[src/rtl/iqrec_pkg.sv]
// Shared constants and the carrier lookup for the sample recorder.
// Assumes an 8-entry carrier table indexed by the top three phase bits.
package iqrec_pkg;
    localparam int CAR_W   = 8;
    localparam int LUT_IW  = 3;
    localparam int SIN_OFS = 6;   // sin(k*45deg) = cos((k-2)*45deg)

    // Cosine of k*45 degrees, scaled to 127.
    function automatic logic signed [CAR_W-1:0] cos_lut(input logic [LUT_IW-1:0] k);
        case (k)
            3'd0:    return 8'sd127;
            3'd1:    return 8'sd90;
            3'd2:    return 8'sd0;
            3'd3:    return -8'sd90;
            3'd4:    return -8'sd127;
            3'd5:    return -8'sd90;
            3'd6:    return 8'sd0;
            default: return 8'sd90;
        endcase
    endfunction
endpackage

[src/rtl/iqrec_nco.sv]
// Carrier phase generator. Holds a phase accumulator and the active step.
// The step is reloaded from if_fcw + doppler_fcw only at capture start and
// on the last sample of a block, so a block never mixes two frequencies.
module iqrec_nco
    import iqrec_pkg::*;
#(
    parameter int PH_W = 32
) (
    input  logic              clk,
    input  logic              rst_n,
    input  logic              restart,
    input  logic              take,
    input  logic              blk_last,
    input  logic [PH_W-1:0]   if_fcw,
    input  logic [PH_W-1:0]   doppler_fcw,
    output logic [LUT_IW-1:0] lut_idx
);
    logic [PH_W-1:0] phase_q;
    logic [PH_W-1:0] fcw_act;

    // Phase advances by the active step on every taken sample.
    always_ff @(posedge clk) begin
        if (!rst_n)       phase_q <= '0;
        else if (restart) phase_q <= '0;
        else if (take)    phase_q <= phase_q + fcw_act;
    end

    // Step reload at capture start and at block boundaries only.
    always_ff @(posedge clk) begin
        if (!rst_n)                     fcw_act <= '0;
        else if (restart)               fcw_act <= if_fcw + doppler_fcw;
        else if (take && blk_last)      fcw_act <= if_fcw + doppler_fcw;
    end

    assign lut_idx = phase_q[PH_W-1 -: LUT_IW];

    // step never changes inside a block.
    p_fcw_boundary_r5: assert property (@(posedge clk) disable iff (!rst_n)
        (!restart && !(take && blk_last)) |=> $stable(fcw_act));
endmodule

[src/rtl/iqrec_mixdec.sv]
// Carrier wipe-off and integrate-and-dump decimator, one generated lane
// each for I and Q. Assumes DEC is a power of two. The dump result is
// combinational on the last sample of a block; accumulators clear there.
module iqrec_mixdec
    import iqrec_pkg::*;
#(
    parameter int SAMP_W    = 12,
    parameter int DEC       = 32,
    parameter int OUT_W     = 16,
    parameter int OUT_SHIFT = 4
) (
    input  logic                      clk,
    input  logic                      rst_n,
    input  logic                      restart,
    input  logic                      take,
    input  logic signed [SAMP_W-1:0]  sample,
    input  logic [LUT_IW-1:0]         lut_idx,
    output logic                      blk_last,
    output logic                      dump_valid,
    output logic [2*OUT_W-1:0]        dump_word
);
    localparam int DEC_W  = $clog2(DEC);
    localparam int PROD_W = SAMP_W + CAR_W;
    localparam int ACC_W  = PROD_W + DEC_W;
    localparam logic signed [ACC_W-1:0] SAT_HI = ACC_W'((2**(OUT_W-1)) - 1);
    localparam logic signed [ACC_W-1:0] SAT_LO = -ACC_W'(2**(OUT_W-1));

    logic [DEC_W-1:0]        idx_q;
    logic signed [CAR_W-1:0] coef   [2];
    logic [OUT_W-1:0]        lane_o [2];

    assign coef[0]  = cos_lut(lut_idx);
    assign coef[1]  = cos_lut(lut_idx + LUT_IW'(SIN_OFS));
    assign blk_last = (idx_q == DEC_W'(DEC - 1));

    // Sample position inside the current block.
    always_ff @(posedge clk) begin
        if (!rst_n)       idx_q <= '0;
        else if (restart) idx_q <= '0;
        else if (take)    idx_q <= blk_last ? '0 : idx_q + 1'b1;
    end

    for (genvar g = 0; g < 2; g++) begin : g_lane
        logic signed [PROD_W-1:0] prod;
        logic signed [ACC_W-1:0]  acc_q;
        logic signed [ACC_W-1:0]  sum;
        logic signed [ACC_W-1:0]  scaled;

        assign prod   = sample * coef[g];
        assign sum    = acc_q + {{DEC_W{prod[PROD_W-1]}}, prod};
        assign scaled = sum >>> OUT_SHIFT;
        assign lane_o[g] = (scaled > SAT_HI) ? SAT_HI[OUT_W-1:0] :
                           (scaled < SAT_LO) ? SAT_LO[OUT_W-1:0] :
                           scaled[OUT_W-1:0];

        // Integrate, dumping to zero on the last sample of a block.
        always_ff @(posedge clk) begin
            if (!rst_n)       acc_q <= '0;
            else if (restart) acc_q <= '0;
            else if (take)    acc_q <= blk_last ? '0 : sum;
        end
    end

    assign dump_valid = take && blk_last;
    assign dump_word  = {lane_o[0], lane_o[1]};   // I high, Q low
endmodule

[src/rtl/iqrec_ctrl.sv]
// Capture control and output stage: start handling, word counting,
// timestamp latch, single-entry output register with drop-on-stall.
// Assumes word_count >= 1 at start.
module iqrec_ctrl #(
    parameter int CNT_W  = 16,
    parameter int TS_W   = 48,
    parameter int WORD_W = 32
) (
    input  logic              clk,
    input  logic              rst_n,
    input  logic              start,
    input  logic [CNT_W-1:0]  word_count,
    input  logic [TS_W-1:0]   time_now,
    input  logic              in_valid,
    input  logic              dump_valid,
    input  logic [WORD_W-1:0] dump_word,
    input  logic              out_ready,
    output logic              restart,
    output logic              take,
    output logic              out_valid,
    output logic [WORD_W-1:0] out_data,
    output logic              busy,
    output logic              done,
    output logic              overflow,
    output logic [TS_W-1:0]   capture_ts
);
    logic [CNT_W-1:0] wc_q;
    logic [CNT_W-1:0] made_q;
    logic             last_pend;
    logic             ts_taken;
    logic             accept, stall, load, drop, last_word;

    assign restart   = start && !busy;
    assign take      = in_valid && busy;
    assign accept    = out_valid && out_ready;
    assign stall     = out_valid && !out_ready;
    assign load      = dump_valid && !stall;
    assign drop      = dump_valid && stall;
    assign last_word = ((made_q + 1'b1) == wc_q);

    // Word count latch and loaded-word counter.
    always_ff @(posedge clk) begin
        if (!rst_n) begin
            wc_q   <= '0;
            made_q <= '0;
        end else if (restart) begin
            wc_q   <= word_count;
            made_q <= '0;
        end else if (load) begin
            made_q <= made_q + 1'b1;
        end
    end

    // Capture-active flag.
    always_ff @(posedge clk) begin
        if (!rst_n)                 busy <= 1'b0;
        else if (restart)           busy <= 1'b1;
        else if (load && last_word) busy <= 1'b0;
    end

    // Output register: load a new word, or empty on handshake.
    always_ff @(posedge clk) begin
        if (!rst_n) begin
            out_valid <= 1'b0;
            out_data  <= '0;
        end else if (load) begin
            out_valid <= 1'b1;
            out_data  <= dump_word;
        end else if (accept) begin
            out_valid <= 1'b0;
        end
    end

    // Marks that the pending word is the final one.
    always_ff @(posedge clk) begin
        if (!rst_n)       last_pend <= 1'b0;
        else if (restart) last_pend <= 1'b0;
        else if (load)    last_pend <= last_word;
        else if (accept)  last_pend <= 1'b0;
    end

    // Completion flag.
    always_ff @(posedge clk) begin
        if (!rst_n)                   done <= 1'b0;
        else if (restart)             done <= 1'b0;
        else if (accept && last_pend) done <= 1'b1;
    end

    // Sticky drop flag.
    always_ff @(posedge clk) begin
        if (!rst_n)       overflow <= 1'b0;
        else if (restart) overflow <= 1'b0;
        else if (drop)    overflow <= 1'b1;
    end

    // Timestamp of the first taken sample.
    always_ff @(posedge clk) begin
        if (!rst_n) begin
            ts_taken   <= 1'b0;
            capture_ts <= '0;
        end else if (restart) begin
            ts_taken   <= 1'b0;
        end else if (take && !ts_taken) begin
            ts_taken   <= 1'b1;
            capture_ts <= time_now;
        end
    end

    // a stalled word is held unchanged.
    p_hold_r6: assert property (@(posedge clk) disable iff (!rst_n)
        (out_valid && !out_ready) |=> (out_valid && $stable(out_data)));
    // overflow only rises from a stalled output.
    p_no_overflow_r7: assert property (@(posedge clk) disable iff (!rst_n)
        $rose(overflow) |-> $past(out_valid && !out_ready));
    // timestamp held once taken.
    p_ts_hold_r8: assert property (@(posedge clk) disable iff (!rst_n)
        (ts_taken && !start) |=> $stable(capture_ts));
    // done only follows a handshake.
    p_done_r9: assert property (@(posedge clk) disable iff (!rst_n)
        $rose(done) |-> $past(out_valid && out_ready));
    // start while busy does not clear done or overflow.
    p_start_busy_r10: assert property (@(posedge clk) disable iff (!rst_n)
        (busy && overflow) |=> overflow);
endmodule

[src/rtl/iqrec_capture.sv]
// Top of the Doppler-tuned decimating complex sample recorder.
// Connects the carrier generator, the mixer/decimator and the capture
// control. Assumes a power-of-two decimation factor of 32 by default.
module iqrec_capture #(
    parameter int SAMP_W    = 12,
    parameter int PH_W      = 32,
    parameter int DEC       = 32,
    parameter int OUT_W     = 16,
    parameter int OUT_SHIFT = 4,
    parameter int CNT_W     = 16,
    parameter int TS_W      = 48
) (
    input  logic                     clk,
    input  logic                     rst_n,
    input  logic                     start,
    input  logic [CNT_W-1:0]         word_count,
    input  logic [PH_W-1:0]          if_fcw,
    input  logic [PH_W-1:0]          doppler_fcw,
    input  logic [TS_W-1:0]          time_now,
    input  logic                     in_valid,
    input  logic signed [SAMP_W-1:0] in_sample,
    input  logic                     out_ready,
    output logic                     out_valid,
    output logic [2*OUT_W-1:0]       out_data,
    output logic                     busy,
    output logic                     done,
    output logic                     overflow,
    output logic [TS_W-1:0]          capture_ts
);
    import iqrec_pkg::*;
    localparam int WORD_W = 2 * OUT_W;

    logic              restart, take, blk_last, dump_valid;
    logic [LUT_IW-1:0] lut_idx;
    logic [WORD_W-1:0] dump_word;

    iqrec_nco #(.PH_W(PH_W)) i_nco (
        .clk(clk), .rst_n(rst_n), .restart(restart), .take(take),
        .blk_last(blk_last), .if_fcw(if_fcw), .doppler_fcw(doppler_fcw),
        .lut_idx(lut_idx)
    );

    iqrec_mixdec #(.SAMP_W(SAMP_W), .DEC(DEC), .OUT_W(OUT_W),
                   .OUT_SHIFT(OUT_SHIFT)) i_mixdec (
        .clk(clk), .rst_n(rst_n), .restart(restart), .take(take),
        .sample(in_sample), .lut_idx(lut_idx), .blk_last(blk_last),
        .dump_valid(dump_valid), .dump_word(dump_word)
    );

    iqrec_ctrl #(.CNT_W(CNT_W), .TS_W(TS_W), .WORD_W(WORD_W)) i_ctrl (
        .clk(clk), .rst_n(rst_n), .start(start), .word_count(word_count),
        .time_now(time_now), .in_valid(in_valid), .dump_valid(dump_valid),
        .dump_word(dump_word), .out_ready(out_ready), .restart(restart),
        .take(take), .out_valid(out_valid), .out_data(out_data),
        .busy(busy), .done(done), .overflow(overflow),
        .capture_ts(capture_ts)
    );
endmodule

[config.mk]
export PLATFORM = sky130hd
export DESIGN_NAME = iqrec_capture
export DESIGN_NICKNAME = d
export VERILOG_FILES = /design/src/rtl/iqrec_pkg.sv /design/src/rtl/iqrec_nco.sv /design/src/rtl/iqrec_mixdec.sv /design/src/rtl/iqrec_ctrl.sv /design/src/rtl/iqrec_capture.sv
export SDC_FILE = /design/constraint.sdc
export NUM_CORES = 1
export LEC_CHECK = 0
export BUFFER_PORTS_ARGS = -buffer_cell sky130_fd_sc_hd__buf_4
export CAP_MARGIN = 20
export CORE_MARGIN = 2
export CORE_UTILIZATION = 55
export CTS_CLUSTER_SIZE = 20
export DETAILED_ROUTE_END_ITERATION = 12
export PLACE_DENSITY_LB_ADDON = 0.25
export SETUP_SLACK_MARGIN = 0.02
export SYNTH_ARGS = -nofsm -noshare
export SYNTH_HDL_FRONTEND = slang
export SYNTH_HIERARCHICAL = 1
export SYNTH_SLANG_ARGS = --single-unit
[constraint.sdc]
create_clock -name clk -period 10.6 [get_ports clk]
set_clock_uncertainty 0.15 [all_clocks]
set_input_delay 2.12 -clock clk [delete_from_list [all_inputs] [get_ports clk]]
set_output_delay 2.12 -clock clk [all_outputs]
set_load 0.01 [all_outputs]
==> flow_summary.json, run 1 <==
{
  "status": "finished clean",
  "clkSlewWorstSetupHoldPaths_ns": 0.06,
  "place_area_um2": 24100,
  "slew_headroom_pct": 30.0,
  "power.density_nw_per_um2": 245,
  "final_max_slew_viol_count": 0,
  "root_buffer": "clkbuf_16",
  "final_cell_mix": "nand2_1 (349), inv_1 (303), buf_4 (245)",
  "die_h_um": 204,
  "total_power_mw": 6.13,
  "grt_pass1_vias": 18600,
  "cts_buffers": 27,
  "synth_nets": 3205,
  "htree_levels": 1,
  "utilization_pct": 63.0,
  "hold_path.class": "reg -> reg",
  "fin_crit_ns": 9.50,
  "peakVddDrop_mv": 0.401,
  "synth_area_um2": 22100,
  "core_area_um2": 39700,
  "port_buffers": 228,
  "maxCapViolCount": 0,
  "dp.cells": 3370,
  "synthAdderAreaFrac_pct": 24.9,
  "syn_to_final_growth_pct": 13.4,
  "critPathLaunch": "i_nco/phase_q[31]$_SDFFE_PP0P_",
  "post-cts-setup-buffer-count": 0,
  "slowest_stage": "dfxtp_1",
  "start_kind": "flip-flop",
  "synth_area_per_cell_um2": 8.14,
  "layout_commonest_cell": "nand2_1",
  "hold_depth": 2,
  "drive_gt1_share_pct": 12.2,
  "stdcell_count": 3421,
  "drt_iter0_markers": 939,
  "grt_first_pass_wirelength_um": 88100,
  "setup_tns_ns": 0,
  "yosys-top-cells-area": "dfxtp_1 (21%), fa_1 (14%), ha_1 (11%), nand2_1 (5.9%), inv_1 (5.1%)",
  "finalSetupViolations": 0,
  "routed_wl_um": 52700,
  "synth_edf_count": 0,
  "dieArea_um2": 41800,
  "preCtsSetupSlack_ns": 0.729,
  "via_per_inst": 5.50,
  "wire_per_inst_um": 15.4,
  "clk_latency_ns": 0.55,
  "cts_tree": "built",
  "cts-resized-gates": 0,
  "final_area_um2": 25000,
  "yosysSeqAreaShare_pct": 21.5,
  "ys_dominant_reg_cell": "dfxtp_1",
  "initial_core_util_pct": 55.6,
  "arrival_ns": 9.78,
  "synth_top_family_by_area": "adder cells",
  "r2r_cells": 32,
  "crit_path_frequent_cell": "inv_1",
  "antenna_found_initial": 0,
  "synth.distinct_cells": 97,
  "fin_crit_sh_pct": 89.6,
  "drt_pass1_iterations": 5,
  "r2r_start": "i_nco/phase_q[31]$_SDFFE_PP0P_",
  "yosysWarningCount": 6,
  "gp_congestion": 0.896,
  "netlist.area_leader.share_pct": 21.5,
  "hold_violations": 0,
  "hp-start": "i_nco/fcw_act[12]$_SDFFE_PN0P_",
  "synthCells": 2713,
  "die_width_um": 204,
  "clock_path_buffers": 3,
  "crit_path_end_kind": "flip-flop",
  "cp.required_ns": 10.88,
  "grt_max_degree": 99,
  "hold_end": "i_nco/fcw_act[12]$_SDFFE_PN0P_",
  "io_pins": 229,
  "vias": 18800,
  "rows": 73,
  "async_flop_share_pct": 0,
  "antenna_cells": 0,
  "ant_nets": 0,
  "critical_path.max_fanout": 15,
  "worst-r2r-setup-slack_ns": 1.10,
  "cts_sinks": 237,
  "hold_buffers": 0,
  "whs_ns": 0.311,
  "cellLeakagePower_nw": 11.6,
  "overflow": 0,
  "synth-compound-area-share_pct": 19.9,
  "timing.rr.end": "i_ctrl/out_data[16]$_SDFFE_PN0P_",
  "synth_mux_area_share_pct": 0.997,
  "fmax_ghz": 0.105,
  "yosys.area_share.simple_pct": 18.2,
  "synth_top_cell_by_area": "dfxtp_1",
  "grt_setup_unrepaired": "false",
  "path_class": "reg -> reg",
  "max_stage_delay_ns": 0.65,
  "track_usage_pct": 25.3,
  "synth-xor-area-share_pct": 7.08,
  "hpwl_um": 41100,
  "setup_ws_ns": 1.10,
  "tightestPinTransition_ns": 1.05,
  "synth_seq_cells": 237,
  "final_nets": 3369,
  "drc": 0
}
[registers in the layout, summed over array words and instances, names as in the netlist]
name	flops
i_ctrl/wc_q	16
i_mixdec/idx_q	5
i_ctrl/out_valid	1
i_ctrl/out_data	32
i_ctrl/ts_taken	1
i_ctrl/overflow	1
i_ctrl/done	1
i_ctrl/made_q	16
i_nco/fcw_act	32
i_ctrl/busy	1
i_nco/phase_q	32
i_ctrl/last_pend	1
i_mixdec/g_lane.acc_q	50
i_ctrl/capture_ts	48
[report_power, final]
| group | total [mW] | switching (mW) | internal [mW] |
|---|---|---|---|
| Sequential | 0.988 | 0.0392 | 0.949 |
| Clock | 0.908 | 0.374 | 0.534 |
| Combinational | 4.23 | 2.60 | 1.64 |
[critical path, delay by kind of cell, from the launching register on]
kind            cells  cell delay [ns]
compound gates     10             2.70
xor+xnor            2             0.28
fa+ha+maj           6             2.85
buf+inv             6             0.56
flops               1             0.65
simple gates        8             2.16
[layout make-up]
type                       instances  area [µm²]
sequential                       237        4740
tap                              525         657
inverter                         307        1150
timing repair buffer             248        1900
multi-input combinational       2056       15700
clock buffer                      39         781
fill                            3429       14700
clock inverter                     9        83.8
[cell usage after synthesis, types with 67 or more instances]
library cell / count
nand2_1: 349
inv_1: 303
dfxtp_1: 237
nor2_1: 202
ha_1: 193
a21oi_1: 186
fa_1: 154
xnor2_1: 109
a21boi_0: 97
o21ai_0: 88
clkbuf_1: 84
xor2_1: 67
[worst max path at each step]
stage	endpoint	slack (ns)	cells past startpoint
3_3_place_gp	i_ctrl/out_data[17]$_SDFFE_PN0P_	0.80	29
5_1_grt	i_ctrl/out_data[20]$_SDFFE_PN0P_	0.49	32
4_1_cts	i_ctrl/out_data[16]$_SDFFE_PN0P_	1.15	32
6_report	i_ctrl/out_data[16]$_SDFFE_PN0P_	1.10	32
3_5_place_dp	i_ctrl/out_data[16]$_SDFFE_PN0P_	0.73	28
2_1_floorplan	i_ctrl/out_data[30]$_SDFFE_PN0P_	1.76	29
[cell families after synthesis]
kind of cell | after synthesis
multiplexers | 22
XOR/XNOR | 177
AND/OR/NAND/NOR | 860
AO/OA/AOI/OAI | 650
buffers and inverters | 420
adder cells (fa/ha/maj) | 347
flip-flops | 237
[layer usage]
| layer | track usage, % | up-vias | part of all wire, % | routed length, µm |
|---|---|---|---|---|
| met5 | 0 | - | 0 | 0 |
| met1 | 31.0 | 8962 | 44 | 22900 |
| met4 | 7.35 | 0 | 2.8 | 1460 |
| met2 | 45.9 | 344 | 50 | 26300 |
| met3 | 3.38 | 88 | 3.7 | 1940 |
| li1 | - | 9408 | - | - |
Power figures use the tool's default switching activity.
==> inputs of run 2 (changes only) <==
--- a/config.mk
+++ b/config.mk
@@ -7,8 +7,10 @@
 export LEC_CHECK = 0
 export BUFFER_PORTS_ARGS = -buffer_cell sky130_fd_sc_hd__buf_4
 export CAP_MARGIN = 20
+export CELL_PAD_IN_SITES_DETAIL_PLACEMENT = 1
+export CELL_PAD_IN_SITES_GLOBAL_PLACEMENT = 2
 export CORE_MARGIN = 2
-export CORE_UTILIZATION = 55
+export CORE_UTILIZATION = 37
 export CTS_CLUSTER_SIZE = 20
 export DETAILED_ROUTE_END_ITERATION = 12
 export PLACE_DENSITY_LB_ADDON = 0.25
==> run 2 against run 1 <==
  * Clock power increased by 12%
  * Register-to-register slack improved by 0.30 ns
  * Sequential power increased by 0.4%
  * Total power increased by 2.1%
  * Worst setup slack improved by 0.038 ns
  * Count of clock-buffer cells in the layout increased by 4
  * Core utilization decreased by 20 points
  * Critical endpoint is now i_ctrl/out_data[17]$_SDFFE_PN0P_
==> flow_summary.json, run 2 (synthesized netlist as in run 1, its figures left out) <==
{
  "status": "finished clean",
  "ant_nets": 0,
  "largest_reg_flops": 50,
  "grt_max_degree": 97,
  "clock_path_buffers": 3,
  "grt_first_pass_wirelength_um": 103000,
  "multi_input_area_um2": 15700,
  "die_width_um": 248,
  "timing.rr.end": "i_ctrl/out_data[17]$_SDFFE_PN0P_",
  "netSwitchingPower_mw": 3.06,
  "maxCapViolCount": 0,
  "cp-endpoint": "i_ctrl/out_data[17]$_SDFFE_PN0P_",
  "p_clk_share_pct": 16.3,
  "finalSetupViolations": 0,
  "grt_pass1_vias": 20500,
  "root_buffer": "clkbuf_16",
  "swShare_pct": 48.9,
  "initial_core_util_pct": 37.4,
  "max_stage_delay_ns": 0.63,
  "rows": 89,
  "gp_congestion": 0.850,
  "htree_levels": 1,
  "use_met2_pct": 37.5,
  "worst-r2r-setup-slack_ns": 1.40,
  "antenna_cells": 0,
  "final_nets": 3378,
  "final_max_slew_viol_count": 0,
  "cts_buffers": 30,
  "die_h_um": 248,
  "fin_crit_sh_pct": 89.3,
  "wire_per_inst_um": 16.8,
  "drive_gt1_share_pct": 12.5,
  "drc": 0,
  "port_buffers": 228,
  "path_class": "in -> reg",
  "final_cell_mix": "nand2_1 (349), inv_1 (303), buf_4 (252)",
  "intPower_mw": 3.20,
  "r2r_cells": 32,
  "track_usage_pct": 20.2,
  "post-cts-setup-buffer-count": 0,
  "reg.largest.list": "i_mixdec/g_lane.acc_q x50, i_ctrl/capture_ts x48",
  "arrival_ns": 9.76,
  "io_pins": 229,
  "fill_cells": 7055,
  "slew_headroom_pct": 29.0,
  "crit_path_end_kind": "flip-flop",
  "syn_to_final_growth_pct": 15.5,
  "overflow": 0,
  "tightestPinTransition_ns": 1.06,
  "cp.required_ns": 10.90,
  "clk_latency_ns": 0.60,
  "peakVddDrop_mv": 0.333,
  "r2r_start": "i_nco/phase_q[31]$_SDFFE_PP0P_",
  "hold_buffers": 0,
  "hold_violations": 0,
  "cts_tree": "built",
  "clkSlewWorstSetupHoldPaths_ns": 0.06,
  "pwr-share-comb_pct": 67.8,
  "antenna_found_initial": 0,
  "hpwl_um": 49400,
  "gr-usage-met3_pct": 1.93,
  "via_per_inst": 5.14,
  "vias": 18900,
  "start_kind": "input pin",
  "slowest_stage": "o31ai_4",
  "critical_path.max_fanout": 15,
  "whs_ns": 0.308,
  "layout_commonest_cell": "nand2_1",
  "critPathLaunch": "in_sample[1]",
  "cts-resized-gates": 0,
  "fmax_ghz": 0.106,
  "cts_sinks": 237,
  "busiest_layer": "met2",
  "dieArea_um2": 61700,
  "setup_tns_ns": 0,
  "hold_path.class": "reg -> reg",
  "cellLeakagePower_nw": 11.7,
  "core_area_um2": 59000,
  "use_met1_pct": 24.7,
  "drt_iter0_markers": 544,
  "routed_wl_um": 62000,
  "grt_setup_unrepaired": "false",
  "seqPwrFrac_pct": 15.9,
  "fin_crit_ns": 9.46,
  "power.density_nw_per_um2": 245,
  "seqCellArea_um2": 4740,
  "drt_pass1_iterations": 7,
  "top_register": "i_mixdec/g_lane.acc_q"
}
## run 2: cell types whose count changed in the layout (fill, tap and decap cells not counted), sizes merged
| cell | delta |
|---|---|
| buf | +6 |
| clkbuf | +4 |
| clkinvlp | -2 |
| inv | -1 |
| clkinv | +6 |
| bufinv | +1 |
## run 2: stage by stage
step / std cells / area (µm²) / total power [mW] / utilization [%] / worst slack [ns]
finish: 3683 / 25500 / 6.26 / 43.2 / 1.14
global route: 3683 / 25500 / 6.90 / 43.2 / 0.660
CTS: 3680 / 25500 / 6.37 / 43.1 / 0.648
detailed placement: 3624 / 24500 / 5.28 / 41.5 / 0.566
global placement: 3624 / 24500 / 5.19 / 41.5 / 0.775
floorplan: 2713 / 22100 / 4.31 / - / 1.76
## run 2: final cells by class
type / count / share of cell area, %
clock buffer: 43 / 3.33
clock inverter: 13 / 0.569
inverter: 307 / 4.52
multi-input combinational: 2056 / 61.6
sequential: 237 / 18.6
tap: 773 / 3.79
timing repair buffer: 254 / 7.60
## run 2: worst max-delay path: cells and delay by family
kind / cells / cell delay, ns
adders and majority gates: 6 / 2.86
xor gates and xnor gates: 2 / 0.28
AOI/OAI and AO/OA: 10 / 2.81
and+or+nand+nor: 6 / 1.33
buffers and inverters: 5 / 0.35
## run 2: power by group through the flow
stage               combinational, mW  sequential, mW  clock (mW)
global route                     4.81           0.999        1.10
detailed placement               4.27            1.01           0
floorplan                        3.32           0.999           0
finish                           4.24           0.992        1.02
CTS                              4.31           0.992        1.06
global placement                 4.18            1.01           0
## run 2: how the worst min path moves through the flow
stage                                            start                                 end  slack, ns  cells after the start
global route            i_nco/fcw_act[21]$_SDFFE_PN0P_      i_nco/fcw_act[21]$_SDFFE_PN0P_       0.33                      2
detailed placement      i_nco/fcw_act[21]$_SDFFE_PN0P_      i_nco/fcw_act[21]$_SDFFE_PN0P_       0.31                      2
floorplan               i_nco/phase_q[26]$_SDFFE_PP0P_      i_nco/phase_q[26]$_SDFFE_PP0P_       0.28                      2
finish                  i_nco/fcw_act[21]$_SDFFE_PN0P_      i_nco/fcw_act[21]$_SDFFE_PN0P_       0.31                      2
CTS                     i_nco/fcw_act[21]$_SDFFE_PN0P_      i_nco/fcw_act[21]$_SDFFE_PN0P_       0.31                      2
global placement    i_ctrl/capture_ts[34]$_SDFFE_PN0P_  i_ctrl/capture_ts[34]$_SDFFE_PN0P_       0.30                      2
## run 2: layer usage
layer  wire (µm)  part of all wire [%]
met4        1690                   2.7
met2       31800                    51
met3        1320                   2.1
met5           0                     0
met1       27200                    44
